$ cat config.mk
export PLATFORM = sky130hd
export DESIGN_NAME = blk_lock_66
export DESIGN_NICKNAME = d
export VERILOG_FILES = /design/src/rtl/blk_lock_pkg.sv /design/src/rtl/blk_hdr_class.sv /design/src/rtl/blk_cfg_guard.sv /design/src/rtl/blk_hdr_tally.sv /design/src/rtl/blk_lock_66.sv
export SDC_FILE = /design/constraint.sdc
export NUM_CORES = 1
export LEC_CHECK = 0
export BUFFER_PORTS_ARGS = -buffer_cell sky130_fd_sc_hd__buf_2
export CORE_MARGIN = 8
export CORE_UTILIZATION = 51
export CTS_CLUSTER_DIAMETER = 80
export DETAILED_ROUTE_END_ITERATION = 12
export PLACE_DENSITY_LB_ADDON = 0.25
export SKIP_CTS_REPAIR_TIMING = 1
export SYNTH_ARGS = -nofsm -noshare
export SYNTH_HDL_FRONTEND = slang
export SYNTH_SLANG_ARGS = --single-unit
$ cat constraint.sdc
create_clock -name clk -period 4.48 [get_ports clk]
set_clock_uncertainty 0.05 [all_clocks]
set_input_delay 0.672 -clock clk [delete_from_list [all_inputs] [get_ports clk]]
set_output_delay 0.672 -clock clk [all_outputs]
set_load 0.01 [all_outputs]
$ cat src/rtl/blk_lock_pkg.sv
package blk_lock_pkg;

    localparam int LK_CFG_W    = 7;
    localparam int LK_MAX_WIN  = 64;
    localparam int LK_SETTLE_N = 2;

    typedef enum logic {
        ST_HUNT = 1'b0,
        ST_LOCK = 1'b1
    } lk_state_e;

    typedef struct packed {
        logic seen;
        logic bad;
    } hdr_evt_t;

    function automatic logic hdr_is_sync(input logic [1:0] h);
        return h[1] ^ h[0];
    endfunction

endpackage

$ cat src/rtl/blk_hdr_class.sv
module blk_hdr_class
    import blk_lock_pkg::*;
(
    input  logic       valid,
    input  logic [1:0] hdr,
    output hdr_evt_t   evt
);
    always_comb begin
        evt.seen = valid;
        evt.bad  = ~hdr_is_sync(hdr);
    end
endmodule

$ cat src/rtl/blk_cfg_guard.sv
module blk_cfg_guard #(
    parameter int CFG_W   = 7,
    parameter int MAX_WIN = 64
) (
    input  logic [CFG_W-1:0] lock_good,
    input  logic [CFG_W-1:0] lock_win,
    input  logic [CFG_W-1:0] loss_bad,
    input  logic [CFG_W-1:0] loss_win,
    output logic             ok
);
    localparam logic [CFG_W-1:0] LIMIT = CFG_W'(MAX_WIN);

    function automatic logic in_rng(input logic [CFG_W-1:0] v);
        return (v != '0) && (v <= LIMIT);
    endfunction

    always_comb begin
        ok = in_rng(lock_good) && in_rng(lock_win) &&
             in_rng(loss_bad)  && in_rng(loss_win) &&
             (lock_good <= lock_win) && (loss_bad <= loss_win);
    end
endmodule

$ cat src/rtl/blk_hdr_tally.sv
module blk_hdr_tally #(
    parameter int CFG_W = 7
) (
    input  logic             clk,
    input  logic             rst,
    input  logic             en,
    input  logic             clr,
    input  logic             is_bad,
    output logic [CFG_W-1:0] n_hdr,
    output logic [CFG_W-1:0] n_bad
);
    logic [CFG_W-1:0] hdr_q;
    logic [CFG_W-1:0] bad_q;

    always_comb begin
        n_hdr = hdr_q + CFG_W'(1);
        n_bad = bad_q + CFG_W'(is_bad);
    end

    always_ff @(posedge clk) begin
        if (rst) begin
            hdr_q <= '0;
            bad_q <= '0;
        end else if (en) begin
            if (clr) begin
                hdr_q <= '0;
                bad_q <= '0;
            end else begin
                hdr_q <= n_hdr;
                bad_q <= n_bad;
            end
        end
    end
endmodule

$ cat src/rtl/blk_lock_66.sv
module blk_lock_66
    import blk_lock_pkg::*;
#(
    parameter int BLK_W    = 66,
    parameter int CFG_W    = LK_CFG_W,
    parameter int MAX_WIN  = LK_MAX_WIN,
    parameter int SETTLE_N = LK_SETTLE_N
) (
    input  logic             clk,
    input  logic             rst,
    input  logic [CFG_W-1:0] cfg_lock_good,
    input  logic [CFG_W-1:0] cfg_lock_win,
    input  logic [CFG_W-1:0] cfg_loss_bad,
    input  logic [CFG_W-1:0] cfg_loss_win,
    input  logic             win_valid,
    input  logic [BLK_W-1:0] win_data,
    output logic             block_lock,
    output logic             slip
);
    localparam int SW = $clog2(SETTLE_N + 1);

    logic             cfg_ok;
    logic             core_rst;
    hdr_evt_t         evt;
    logic             tally_en;
    logic             tally_clr;
    logic [CFG_W-1:0] n_hdr;
    logic [CFG_W-1:0] n_bad;
    logic [CFG_W-1:0] n_good;
    logic [CFG_W-1:0] slack;
    lk_state_e        st_q, st_nxt;
    logic [SW-1:0]    settle_q, settle_nxt;
    logic             slip_q, slip_nxt;
    logic             unused_payload;

    assign unused_payload = ^win_data[BLK_W-1:2];

    blk_cfg_guard #(.CFG_W(CFG_W), .MAX_WIN(MAX_WIN)) u_guard (
        .lock_good (cfg_lock_good),
        .lock_win  (cfg_lock_win),
        .loss_bad  (cfg_loss_bad),
        .loss_win  (cfg_loss_win),
        .ok        (cfg_ok)
    );

    assign core_rst = rst || !cfg_ok;

    blk_hdr_class u_class (
        .valid (win_valid),
        .hdr   (win_data[1:0]),
        .evt   (evt)
    );

    assign tally_en = evt.seen && (settle_q == '0);

    blk_hdr_tally #(.CFG_W(CFG_W)) u_tally (
        .clk    (clk),
        .rst    (core_rst),
        .en     (tally_en),
        .clr    (tally_clr),
        .is_bad (evt.bad),
        .n_hdr  (n_hdr),
        .n_bad  (n_bad)
    );

    assign n_good = n_hdr - n_bad;
    assign slack  = cfg_lock_win - cfg_lock_good;

    always_comb begin
        st_nxt     = st_q;
        slip_nxt   = 1'b0;
        tally_clr  = 1'b0;
        settle_nxt = settle_q;
        if (evt.seen) begin
            if (settle_q != '0) begin
                settle_nxt = settle_q - SW'(1);
            end else begin
                unique case (st_q)
                    ST_HUNT: begin
                        if (evt.bad && (n_bad > slack)) begin
                            slip_nxt   = 1'b1;
                            tally_clr  = 1'b1;
                            settle_nxt = SW'(SETTLE_N);
                        end else if (!evt.bad && (n_good == cfg_lock_good)) begin
                            st_nxt    = ST_LOCK;
                            tally_clr = 1'b1;
                        end else if (n_hdr == cfg_lock_win) begin
                            tally_clr = 1'b1;
                        end
                    end
                    ST_LOCK: begin
                        if (evt.bad && (n_bad == cfg_loss_bad)) begin
                            st_nxt     = ST_HUNT;
                            slip_nxt   = 1'b1;
                            tally_clr  = 1'b1;
                            settle_nxt = SW'(SETTLE_N);
                        end else if (n_hdr == cfg_loss_win) begin
                            tally_clr = 1'b1;
                        end
                    end
                    default: st_nxt = ST_HUNT;
                endcase
            end
        end
    end

    always_ff @(posedge clk) begin
        if (core_rst) begin
            st_q     <= ST_HUNT;
            slip_q   <= 1'b0;
            settle_q <= '0;
        end else begin
            st_q     <= st_nxt;
            slip_q   <= slip_nxt;
            settle_q <= settle_nxt;
        end
    end

    assign block_lock = (st_q == ST_LOCK);
    assign slip       = slip_q;

endmodule

=== Word-level counts from Yosys, hierarchy flattened ===
Cells that the tools add are included.
W data, S select, Z words.

* Input bits: 97
* Bits in registers: 18
* Output and inout port bits: 2
* Logic and storage cells: 73

* Bitwise logic cells: 5
* Mux-type cells: 21
* Equal/unequal tests: 6
* Add/sub/neg operators: 5
* Reduce and logical (&&, ||, !) cells: 24
* Magnitude comparators: 7

{| class="wikitable"
|+ Operators with widths
! cell !! count
|-
| $eq A7 B7 Y1 || 4
|-
| $le A7 B7 Y1 const B || 4
|-
| $reduce_bool A7 Y1 || 4
|-
| $le A7 B7 Y1 || 2
|-
| $mux W7 || 2
|-
| $sub A7 B7 Y7 || 2
|-
| $logic_and A1 B1 Y1 || 13
|-
| $mux W1 || 12
|-
| $add A7 B1 Y7 || 1
|-
| $add A7 B1 Y7 const B || 1
|-
| $gt A7 B7 Y1 || 1
|-
| $mux W2 || 3
|-
| $pmux W1 S2 || 3
|-
| $not A1 Y1 || 4
|-
| $pmux W2 S2 || 1
|-
| $ne A3 B1 Y1 const B || 1
|-
| $ne A3 B3 Y1 const B || 1
|-
| $reduce_and A3 Y1 || 1
|-
| $reduce_or A3 Y1 || 1
|-
| $logic_not A2 Y1 || 1
|-
| $reduce_and A2 Y1 || 1
|-
| $reduce_bool A2 Y1 || 1
|-
| $sub A2 B1 Y2 const B || 1
|-
| $logic_not A1 Y1 || 1
|-
| 2 further kinds || 2
|}

=== Longest topological paths before layout ===
Gate-level depths: netlist of run 1.

* Depth after elaboration: 12
* Gate-level depth with buffers: 18
* Depth with buffers taken out: 17

=== Hierarchy ===
A second synthesis of run 1 with hierarchy kept.

* Cells, all modules: 308
* Area total of the unflattened synthesis: 2486.1 µm²

{| class="wikitable"
|+ By module, submodules not included
! module !! area each (µm²) !! sequential area each (µm²) !! times used !! cells an instance
|-
| blk_lock_66 || 1198.6 || 80.1 || 1 || 152
|-
| blk_hdr_tally || 790.8 || 280.3 || 1 || 92
|-
| blk_cfg_guard || 480.5 || 0.0 || 1 || 62
|-
| blk_hdr_class || 16.3 || 0.0 || 1 || 2
|}

=== Worst setup path after synthesis of run 1 ===
OpenSTA, ideal clock, no wires.

* Path type: input-to-reg
* Start point: input win_data[0]
* End point: register u_tally.bad_q[4]
* Library setup time: 0.075 ns
* Data required time: 4.355 ns
* Arrival time: 3.624 ns
* Setup slack: 0.732 ns
* Path buffers: 1
* Cell stages on the path: 15
* Cell sequence: xnor2_1 ha_1 ha_1 and4_1 nand2_1 xnor2_2 ha_1 a211oi_1 nand4b_1 o22ai_2 a211oi_2 o21ai_4 buf_8 nand3_2 a31oi_2

* Longest elaborated chain between the ends: 12
* Elaborated cells between the ends (all ways): 17
* Classes of those cells: add/sub: 2; order compare: 1; eq/ne: 2; mux: 7; bitwise: 2; reduce/logical: 3

{| class="wikitable"
|+ RTL lines
! item !! RTL line !! text
|-
| from (decl) || blk_lock_66.sv:16 || <nowiki>input logic [BLK_W-1:0] win_data,</nowiki>
|-
| $xor A1 B1 Y1 * || blk_lock_pkg.sv:18 || <nowiki>return h[1] ^ h[0];</nowiki>
|-
| $not A1 Y1 || blk_hdr_class.sv:10 || <nowiki>evt.bad = ~hdr_is_sync(hdr);</nowiki>
|-
| $add A7 B1 Y7 || blk_hdr_tally.sv:17 || <nowiki>n_bad = bad_q + CFG_W'(is_bad);</nowiki>
|-
| $sub A7 B7 Y7 || blk_lock_66.sv:66 || <nowiki>assign n_good = n_hdr - n_bad;</nowiki>
|-
| $eq A7 B7 Y1 || blk_lock_66.sv:84 || <nowiki>end else if (!evt.bad && (n_good == cfg_lock_good)) begin</nowiki>
|-
| $logic_and A1 B1 Y1 || blk_lock_66.sv:84 ||
|-
| $mux W1 || blk_lock_66.sv:84 ||
|-
| $mux W1 || blk_lock_66.sv:80 || <nowiki>if (evt.bad && (n_bad > slack)) begin</nowiki>
|-
| $pmux W1 S2 || blk_lock_66.sv:78 || <nowiki>unique case (st_q)</nowiki>
|-
| $mux W1 || blk_lock_66.sv:75 || <nowiki>if (settle_q != '0) begin</nowiki>
|-
| $mux W1 || blk_lock_66.sv:74 || <nowiki>if (evt.seen) begin</nowiki>
|-
| $mux W7 * || blk_hdr_tally.sv:25 || <nowiki>if (clr) begin</nowiki>
|-
| to (signal assigned) || blk_hdr_tally.sv:30 || <nowiki>bad_q <= n_bad;</nowiki>
|-
| to (decl) || blk_hdr_tally.sv:13 || <nowiki>logic [CFG_W-1:0] bad_q;</nowiki>
|}

Every way passes the cells marked *; elsewhere a longest branch is shown, timed or not.
A chain may end at the register's enable or synchronous reset.

=== Worst setup path after layout of run 1 ===
* Start point: input win_data[0]
* End point: register settle_q[0]

* Longest elaborated chain between the ends: 7
* Elaborated cells between the ends (all ways): 10
* Classes of those cells: add/sub: 1; order compare: 1; eq/ne: 3; bitwise: 2; reduce/logical: 3

{| class="wikitable"
|+ RTL lines
! item !! RTL line !! text
|-
| $xor A1 B1 Y1 * || blk_lock_pkg.sv:18 ||
|-
| $not A1 Y1 * || blk_hdr_class.sv:10 ||
|-
| $add A7 B1 Y7 || blk_hdr_tally.sv:17 ||
|-
| $gt A7 B7 Y1 or $eq A7 B7 Y1 (tied branches) || blk_lock_66.sv:80, blk_lock_66.sv:92 ||
|-
| $logic_and A1 B1 Y1, on equally long branches || blk_lock_66.sv:80, blk_lock_66.sv:92 ||
|-
| $ne A3 B3 Y1 (no line) or $ne A3 B1 Y1 (tied branches) || n/a ||
|-
| $reduce_and A3 Y1 (no line) * || n/a ||
|-
| to (signal assigned) || blk_lock_66.sv:115 || <nowiki>settle_q <= settle_nxt;</nowiki>
|-
| to (decl) || blk_lock_66.sv:32 || <nowiki>logic [SW-1:0] settle_q, settle_nxt;</nowiki>
|}

Marks and branches as above.

==> run_results.csv, run 1 <==
group,metric,value,unit
layout,final_cells,437,
place,port_buffers,34,
setup_path,path_cells,"buf_2, xnor2_1, ha_1, ha_1, and4_1, nand2_1, xnor2_2, ha_1, a211oi_1, nand4b_1, o22ai_2, a2111oi_1, buf_4, o21ai_1, mux2i_1, nor2_1",
yosys,synthArstFlopShare,0,%
yosys,yosysMostFrequentCell,"inv_1",
routing,wl_per_cell,15.8,um
yosys,synth_seq_area_share,13.5,%
min_path,hold_class,"reg2reg",
routing,routed_wl,6890,um
place,hpwl,5700,um
routing,ant_nets,0,
place,placed_area,2980,sq um
layout,drive_above_1_share,21.5,%
yosys,synth_fp_nets,455,
layout,regArea,360,sq um
timing,setup_slack,597,ps
setup_path,critPathRequiredTime,4540,ps
floorplanning,rows,26,
place,pre_cts_slack,312,ps
pwr,irDropWorstVdd,0.000174,V
yosys,synth_area_leaders,"dfxtp_1, ha_1, xnor2_1, inv_1, xor2_1",
layout,fin_util,59.8,%
timing,setup_viol,0,
timing,fin_crit_sh,86.7,%
status,status,"complete, no violations",
timing,timing.hold.ws,417,ps
layout,antenna_cells,0,
setup_path,start_kind,"primary input",
place,finalWeightedCongestion,0.935,
pwr,power,436,uW
setup_path,max_stage_delay,330,ps
layout,fin_nets,495,
setup_path,cp_max_fo,7,
setup_path,critPathTopFamily,"adder cells",
floorplanning,design.die.area,7800,sq um
flow_run,maxCapViolCount,0,
pwr,p_leak,1.25,nW
yosys,synth.avg_cell_area,8.13,sq um
routing,avgViaCountPerCell,5.88,
yosys,synthCells,328,
floorplanning,start_util,52.6,%
cts,clk_pin_slew,70,ps
setup_path,crit_path_start,"win_data[0]",
global_routing,grt_pass1_wl,11600,um
min_path,worstHoldStart,"u_tally.bad_q[0]",
cts,clockRootBuffer,"clkbuf_8",
cts,clk_latency,250,ps
layout,multi_input_area,2110,sq um
yosys,synthFlopType,"dfxtp_1",
floorplanning,pin_count,99,
yosys,ys_types,67,
timing,max_freq,258,MHz
timing,final_hold_viol_count,0,
layout,n_fill_cell,467,
routing,drtPass1Iterations,4,
setup_path,path_class,"in2reg",
timing,rsz0062_at_grt,"false",
setup_path,rr_startpoint,"u_tally.bad_q[0]",
floorplanning,die_y,88.3,um
cts,h-tree-depth,1,
global_routing,grt_pass1_vias,2595,
yosys,synth_warnings,0,
place,dp_cells,433,
global_routing,grtUsageTotal,18.5,%
timing,slew_viol_final,0,
routing,drtIter0Drc,105,
cts,clockBufferDepth,2,
timing,fin_tns_setup,0,ps
setup_path,crit_path_top_delay_cell,"ha_1",
global_routing,grt_max_degree,28,
yosys,synth_top_area_cell,"dfxtp_1",
timing,timing.final.crit_period,3880,ps
cts,tritoncts,"built",
yosys,syn_area,2670,sq um
yosys,synth-seq-cells,18,
pwr,p_per_area,144,nW/um^2
yosys,synthTopCellsByCount,"inv_1, xnor2_1, ha_1, nand2_1",
setup_path,path_common_cell,"ha_1",
yosys,netlist.area_leader.share,13.5,%
timing,worst_slew_pin_slew,831,ps
global_routing,antenna_found_initial,0,
yosys,synth-edff-count,0,
global_routing,grt_remaining_overflow,0,
floorplanning,chipWidth,88.3,um
layout,stdcell_area,3040,sq um
setup_path,endpoint_kind,"register",
floorplanning,coreArea,5070,sq um
cts,cts_buffers,3,
cts,clock_sink_count,18,
timing,relSlewSlack,44.5,%
routing,vias,2569,
routing,drc,0,
layout,syn_to_final_growth,13.8,%
setup_path,cp.arrival,3950,ps
setup_path,critPathBufInv,2,
==> final cells by class <==
| class | count | share of cell area (%) |
|---|---|---|
| clock buffer | 4 | 1.81 |
| multi-input combinational | 264 | 69.3 |
| sequential | 18 | 11.9 |
| tap | 70 | 2.88 |
| timing repair buffer | 49 | 10.1 |
| inverter | 32 | 3.96 |
==> tightest hold or removal path, delay by kind of cell (launching register included) <==
family / cells / cell delay, ps
flip-flops: 1 / 320
AND/OR/NAND/NOR: 1 / 50
AO/OA/AOI/OAI: 1 / 50
==> worst paths after layout <==
kind,end,slack (ps),cells after the start
worst max register to register,settle_q[0],1070,14
worst max-delay path,settle_q[0],600,16
worst min-delay path,u_tally.bad_q[0],420,2
worst min register to register,u_tally.bad_q[0],420,2
==> sequential cells by signal (all words and copies together) (netlist names) <==
name	cells
slip	1
settle_q	2
block_lock	1
u_tally.bad_q	7
u_tally.hdr_q	7
==> cells in the final DEF (no fill, tap or decap), drive strengths merged, types with 2 or more instances in the layout <==
master | Yosys | layout
xnor2 | 32 | 32
nor3 | 13 | 13
nor2 | 18 | 18
a211oi | 2 | 2
nand4 | 16 | 16
o22ai | 3 | 3
or3 | 2 | 2
o21a | 4 | 4
a32oi | 4 | 4
nand2 | 19 | 19
clkbuf | 6 | 4
a21oi | 15 | 15
fa | 2 | 2
o21ai | 9 | 9
and4 | 2 | 2
and2 | 4 | 4
or2 | 2 | 2
ha | 28 | 28
nor2b | 5 | 5
a2111oi | 5 | 5
dfxtp | 18 | 18
buf | 8 | 49
nand4b | 2 | 2
nor3b | 4 | 4
or4 | 4 | 4
a31oi | 8 | 8
xnor3 | 3 | 3
and3 | 2 | 2
xor2 | 14 | 14
o211ai | 3 | 3
nand3 | 18 | 18
inv | 32 | 32
nand2b | 6 | 6
nor4 | 2 | 2
==> report_power, final <==
part	switching (mW)	total [mW]	leakage (nW)	internal, mW
clock	0.0559	0.134	0.0288	0.0780
combinational	0.0765	0.142	1.07	0.0654
sequential	0.000150	0.160	0.145	0.160
==> per-layer routing <==
metal  GRT usage [%]  vias to the layer above  part of all wire [%]
li1                -                     1261                     -
met1            22.5                     1240                    44
met2            32.7                       54                    48
met3            2.23                       14                   5.5
met4            5.99                        0                   1.7
met5               0                        -                     0
==> kinds of logic after synthesis <==
kind of cell	after synthesis	share of synthesized area, %
flops	18	13.5
mux	1	0.375
fa+ha+maj	31	15.0
xor+xnor	49	18.9
buf+inv	46	7.55
compound gates	61	18.3
simple gates	122	26.3
Power figures use the tool's default switching activity.
==> run 2: changes to the inputs <==
- ABC_AREA: unset -> 1
==> run 2 against run 1 <==
Power increased by 1.5%. Design area decreased by 1.8%. Core utilization decreased by 1.8 points. Global-route usage increased by 0.60 points. Setup slack improved by 410 ps. Critical path depth increased by 6. Register-to-register slack improved by 450 ps. Synthesized cell count increased by 31%. Die area increased by 1.5%. Clock-buffer cell count unchanged. Via count increased by 5.8%. Final cell count increased by 22%. Critical path type unchanged.
==> run_results.csv, run 2 <==
group,metric,value,unit
status,status,"complete, no violations",
setup_path,ff2ff_path_depth,14,
global_routing,gr-usage-met2,33.6,%
cts,clock_sink_count,18,
global_routing,grt_remaining_overflow,0,
layout,multi_input_area,2020,sq um
pwr,p_switching,145,uW
cts,h-tree-depth,1,
routing,drc,0,
place,hpwl,5820,um
yosys,synth_top_area_cell,"nand2_1",
setup_path,crit_path_top_delay_cell,"ha_1",
cts,cts_buffers,3,
setup_path,path_class,"in2reg",
floorplanning,chipWidth,89.0,um
routing,wl_per_cell,13.0,um
global_routing,grtUsageMet3,2.21,%
yosys,synth_warnings,0,
setup_path,path_common_cell,"nand2_1",
yosys,synth-edff-count,0,
setup_path,critPathBufInv,4,
pwr,swShare,32.8,%
global_routing,grtUsageTotal,19.1,%
layout,regArea,360,sq um
global_routing,grt_max_degree,17,
timing,setup_viol,0,
yosys,synth.avg_cell_area,6.33,sq um
routing,avgViaCountPerCell,5.12,
setup_path,start_kind,"primary input",
yosys,synth-seq-cells,18,
cts,clockRootBuffer,"clkbuf_8",
layout,drive_above_1_share,20.0,%
timing,rsz0062_at_grt,"false",
routing,ant_nets,0,
routing,drtPass1Iterations,4,
setup_path,path_cells,"buf_2, inv_1, ha_1, a21o_1, a31oi_1, inv_1, a21oi_1, o21ai_0, xnor2_1, ha_1, nand2_1, inv_1, nand2_1, nor2_1, a21boi_1, nand2_1, nand2_1, nor2_1, nand2_2, nand2_4, nand3_1, a21oi_1",
floorplanning,die_y,89.0,um
floorplanning,design.die.area,7920,sq um
pwr,p_per_area,148,nW/um^2
floorplanning,pin_count,99,
place,port_buffers,34,
timing,fin_tns_setup,0,ps
layout,syn_to_final_growth,9.77,%
cts,tritoncts,"built",
yosys,synth_area_leaders,"nand2_1, dfxtp_1, ha_1, inv_1, nand3_1",
routing,drtIter0Drc,173,
cts,clk_pin_slew,70,ps
pwr,p_leak,1.52,nW
yosys,netlist.area_leader.share,14.6,%
cts,clockBufferDepth,2,
cts,clk_latency,260,ps
routing,vias,2717,
min_path,hold_class,"reg2reg",
layout,antenna_cells,0,
global_routing,grt_pass1_wl,12100,um
global_routing,antenna_found_initial,0,
timing,max_freq,288,MHz
timing,slew_viol_final,0,
routing,routed_wl,6900,um
yosys,yosysMostFrequentCell,"nand2_1",
timing,relSlewSlack,56.3,%
floorplanning,coreArea,5140,sq um
setup_path,max_stage_delay,360,ps
yosys,synth_seq_area_share,13.3,%
timing,final_hold_viol_count,0,
yosys,synthArstFlopShare,0,%
layout,layout_commonest_cell,"nand2_1",
timing,timing.final.crit_period,3480,ps
yosys,syn_area,2720,sq um
place,finalWeightedCongestion,0.925,
floorplanning,start_util,52.8,%
setup_path,cp.arrival,3600,ps
setup_path,path_depth,22,
layout,fin_nets,589,
setup_path,endpoint_kind,"register",
setup_path,critPathTopFamily,"compound AO/OA/AOI/OAI gates",
pwr,p_clk_share,30.8,%
layout,n_fill_cell,531,
timing,timing.hold.ws,424,ps
timing,fin_crit_sh,77.6,%
setup_path,critPathRequiredTime,4610,ps
yosys,synth_fp_nets,556,
min_path,min_path_cells,2,
layout,reg_top3,"u_tally.bad_q x7, u_tally.hdr_q x7, settle_q x2",
flow_run,maxCapViolCount,0,
pwr,irDropWorstVdd,0.000104,V
timing,worst_slew_pin_slew,654,ps
global_routing,gr-usage-met1,24.8,%
yosys,synthTopCellsByCount,"nand2_1, inv_1, nand3_1, ha_1, nor2_1",
layout,mostFrequentLayoutCells,"nand2_1, inv_1, nand3_1",
yosys,ys_types,43,
setup_path,cp_max_fo,14,
global_routing,grt-busiest-layer,"met2",
floorplanning,rows,26,
pwr,combPwrFrac,33.0,%
pwr,sequentialPowerShare,36.2,%
global_routing,grt_pass1_vias,2661,
pwr,p_int,297,uW
yosys,synthCells,429,
yosys,synthFlopType,"dfxtp_1",
-- run 2: cell types whose count changed after synthesis, sizes merged, moves of 6 or more --
cell	previous run	this run
a31oi	8	1
nand4	16	10
nand2b	6	0
xnor2	32	11
nand2	19	128
nor2	18	32
nor3	13	4
nand3	18	50
a21oi	15	26
inv	32	72
-- run 2: metal layers --
layer	vias to the layer above	wire, um
met3	6	338
met2	54	3350
li1	1446	-
met4	0	44
met5	-	0
met1	1211	3170
-- run 2: area by class of cell --
type | count | share of cell area [%]
Clock buffer | 4 | 1.85
Inverter | 72 | 9.15
Multi-Input combinational cell | 331 | 67.8
Sequential cell | 18 | 12.1
Tap cell | 70 | 2.94
Timing Repair Buffer | 36 | 6.21
-- run 2: per-stage QoR --
stage | util [%] | instances | instance area, sq um | total power, mW | setup WS (ps)
floorplan | - | 429 | 2720 | 0.263 | 1260
global placement | 56.9 | 527 | 2930 | 0.305 | 820
detailed placement | 56.9 | 527 | 2930 | 0.308 | 756
CTS | 58.0 | 531 | 2980 | 0.443 | 1020
global route | 58.0 | 531 | 2980 | 0.475 | 734
finish | 58.0 | 531 | 2980 | 0.442 | 1000
-- run 2: cell families (layout without fill, tap and decap cells) --
group | Yosys count | count (layout) | share of synthesized area, %
buf+inv | 80 | 112 | 12.3
flops | 18 | 18 | 13.3
compound gates | 48 | 48 | 10.4
fa+ha+maj | 30 | 30 | 14.4
simple gates | 231 | 231 | 42.2
xor+xnor | 22 | 22 | 7.37
-- run 2: final timing paths --
path                          from          endpoint  slack [ps]
setup / recovery  cfg_lock_good[2]  u_tally.hdr_q[3]        1000
hold reg to reg        settle_q[0]       settle_q[0]         420
setup reg to reg  u_tally.hdr_q[0]  u_tally.hdr_q[3]        1520
hold / removal         settle_q[0]       settle_q[0]         420
-- run 2: power groups by stage --
| stage | logic [mW] | registers [mW] | clock network (mW) |
|---|---|---|---|
| finish | 0.146 | 0.160 | 0.136 |
| global route | 0.168 | 0.160 | 0.147 |
| CTS | 0.145 | 0.160 | 0.137 |
| detailed placement | 0.144 | 0.164 | 0 |
| global placement | 0.141 | 0.164 | 0 |
| floorplan | 0.0991 | 0.164 | 0 |
-- run 2: worst register-to-register path, cell delays in order (launching register included) --
cell	delay (ps)
dfxtp_1	600
ha_1	360
inv_1	110
fa_1	500
xnor2_1	140
nor3_1	170
nand3_1	100
nor2_1	120
nand2_1	80
nor2_2	120
nand2_2	80
nand2_2	90
nand2_4	130
nand3_1	110
a21oi_1	70
==> run 3: changes to the inputs <==
- CORE_UTILIZATION: 51 -> 46
- clock period: 4.48 -> 2.9 ns (I/O delays scaled with it)
==> run 3 against run 2 <==
Clock power up 56%. Highest routed layer unchanged. Global-route usage shrank 1.6 points. Critical endpoint is now u_tally.hdr_q[5]. Die area increased by 8.9%. Combinational power is 97% higher. Core utilization grew 2.2 points. First-iteration DRC count fell by 20%.
==> run_results.csv, run 3 (synthesized netlist as in run 2, its figures left out) <==
group,metric,value,unit
setup_path,ff2ff_setup_slack,130,ps
layout,drive_above_1_share,33.8,%
layout,final_cells,581,
layout,reg_top3,"u_tally.bad_q x7, u_tally.hdr_q x7, settle_q x2",
global_routing,grt_pass1_wl,12400,um
layout,stdcell_area,3500,sq um
routing,drc,0,
routing,routed_wl,7690,um
min_path,worstHoldStart,"settle_q[0]",
layout,regArea,360,sq um
floorplanning,pin_count,99,
routing,vias,2952,
timing,slew_viol_final,0,
cts,clockRootBuffer,"clkbuf_8",
routing,ant_nets,0,
setup_path,critPathRequiredTime,3040,ps
global_routing,grt_remaining_overflow,0,
floorplanning,start_util,46.7,%
setup_path,r2r-end,"u_tally.hdr_q[0]",
layout,fin_nets,634,
floorplanning,design.die.area,8620,sq um
cts,cts_buffers,3,
min_path,min_to,"settle_q[0]",
timing,setup_viol,0,
setup_path,endpoint_kind,"register",
global_routing,grt_pass1_vias,2804,
timing,final_hold_viol_count,0,
setup_path,max_stage_delay,360,ps
place,dp_cells,574,
timing,timing.final.crit_period,2900,ps
setup_path,cp_max_fo,7,
timing,max_freq,345,MHz
setup_path,crit_path_top_delay_cell,"fa_2",
setup_path,ff2ff_path_depth,14,
timing,rsz0062_at_grt,"true",
layout,mostFrequentLayoutCells,"nand2_1, inv_1, buf_4",
cts,h-tree-depth,1,
layout,antenna_cells,0,
global_routing,grtUsageTotal,17.5,%
routing,avgViaCountPerCell,5.08,
setup_path,cp.arrival,3040,ps
floorplanning,die_y,92.8,um
routing,wl_per_cell,13.2,um
layout,multi_input_area,2190,sq um
setup_path,path_class,"in2reg",
place,placed_area,3290,sq um
cts,clock_sink_count,18,
cts,clockBufferDepth,2,
place,port_buffers,34,
layout,n_fill_cell,574,
global_routing,antenna_found_initial,0,
flow_run,maxCapViolCount,0,
min_path,hold_class,"reg2reg",
setup_path,start_kind,"primary input",
floorplanning,coreArea,5820,sq um
pwr,p_per_area,213,nW/um^2
timing,fin_crit_sh,99.9,%
pwr,irDropWorstVdd,0.000132,V
min_path,min_path_cells,2,
setup_path,rr_startpoint,"u_tally.bad_q[0]",
timing,worst_slew_pin_slew,482,ps
routing,drtIter0Drc,139,
pwr,power,747,uW
setup_path,critPathTopFamily,"simple AND/OR/NAND/NOR gates",
setup_path,critPathBufInv,4,
setup_path,path_common_cell,"nand2_2",
place,finalWeightedCongestion,0.904,
status,status,"complete, no violations",
layout,layout_commonest_cell,"nand2_1",
floorplanning,chipWidth,92.8,um
cts,tritoncts,"built",
cts,clk_pin_slew,70,ps
routing,drtPass1Iterations,4,
floorplanning,rows,28,
layout,syn_to_final_growth,28.9,%
place,hpwl,6330,um
cts,clk_latency,260,ps
timing,relSlewSlack,67.6,%
pwr,p_leak,1.73,nW
global_routing,grt_max_degree,16,
[run 3: cell type report]
cell class	instances	area share, %
multi-input cells	332	62.6
clock buffers	4	1.57
inverters	72	7.86
flip-flops and latches	18	10.3
well taps	75	2.68
repair buffers	80	15.0
[run 3: tightest hold or removal path: stages (launching register included)]
cell and delay (ps):
dfxtp_1 310, nand2_1 60, a21oi_1 60
[run 3: worst max path at each step]
stage                               start                to  depth (start not counted)
final                     cfg_lock_win[0]  u_tally.hdr_q[5]                         25
after global routing      cfg_lock_win[0]       settle_q[1]                         26
after CTS                 cfg_lock_win[0]  u_tally.hdr_q[1]                         25
after detailed placement  cfg_lock_win[0]  u_tally.hdr_q[1]                         25
after global placement    cfg_lock_win[0]  u_tally.hdr_q[1]                         25
after floorplan           cfg_lock_win[0]  u_tally.bad_q[6]                         25
[run 3: metal layers]
metal  up-vias  global-route usage [%]  share of wire [%]
li1       1538                       -                  -
met1      1345                    22.3                 47
met2        56                    28.9                 48
met3        13                    2.10                3.0
met4         0                    7.52                2.3
met5         -                       0                  0
[run 3: per-stage QoR]
step	util (%)	setup WS, ps	TNS (ps)	hold slack (ps)
after CTS	57.6	-17.6	-33.0	427
after floorplan	-	7.90	0	394
after global routing	60.2	-204	-2180	439
after global placement	56.6	-254	-3690	408
final	60.2	2.32	0	425
after detailed placement	56.6	-300	-4130	417
[run 3: where the power goes]
part           total, mW  switching, mW  internal [mW]  leakage, nW
clock              0.212         0.0912          0.121       0.0288
sequential         0.247      0.0000779          0.247        0.145
combinational      0.288          0.155          0.133         1.56
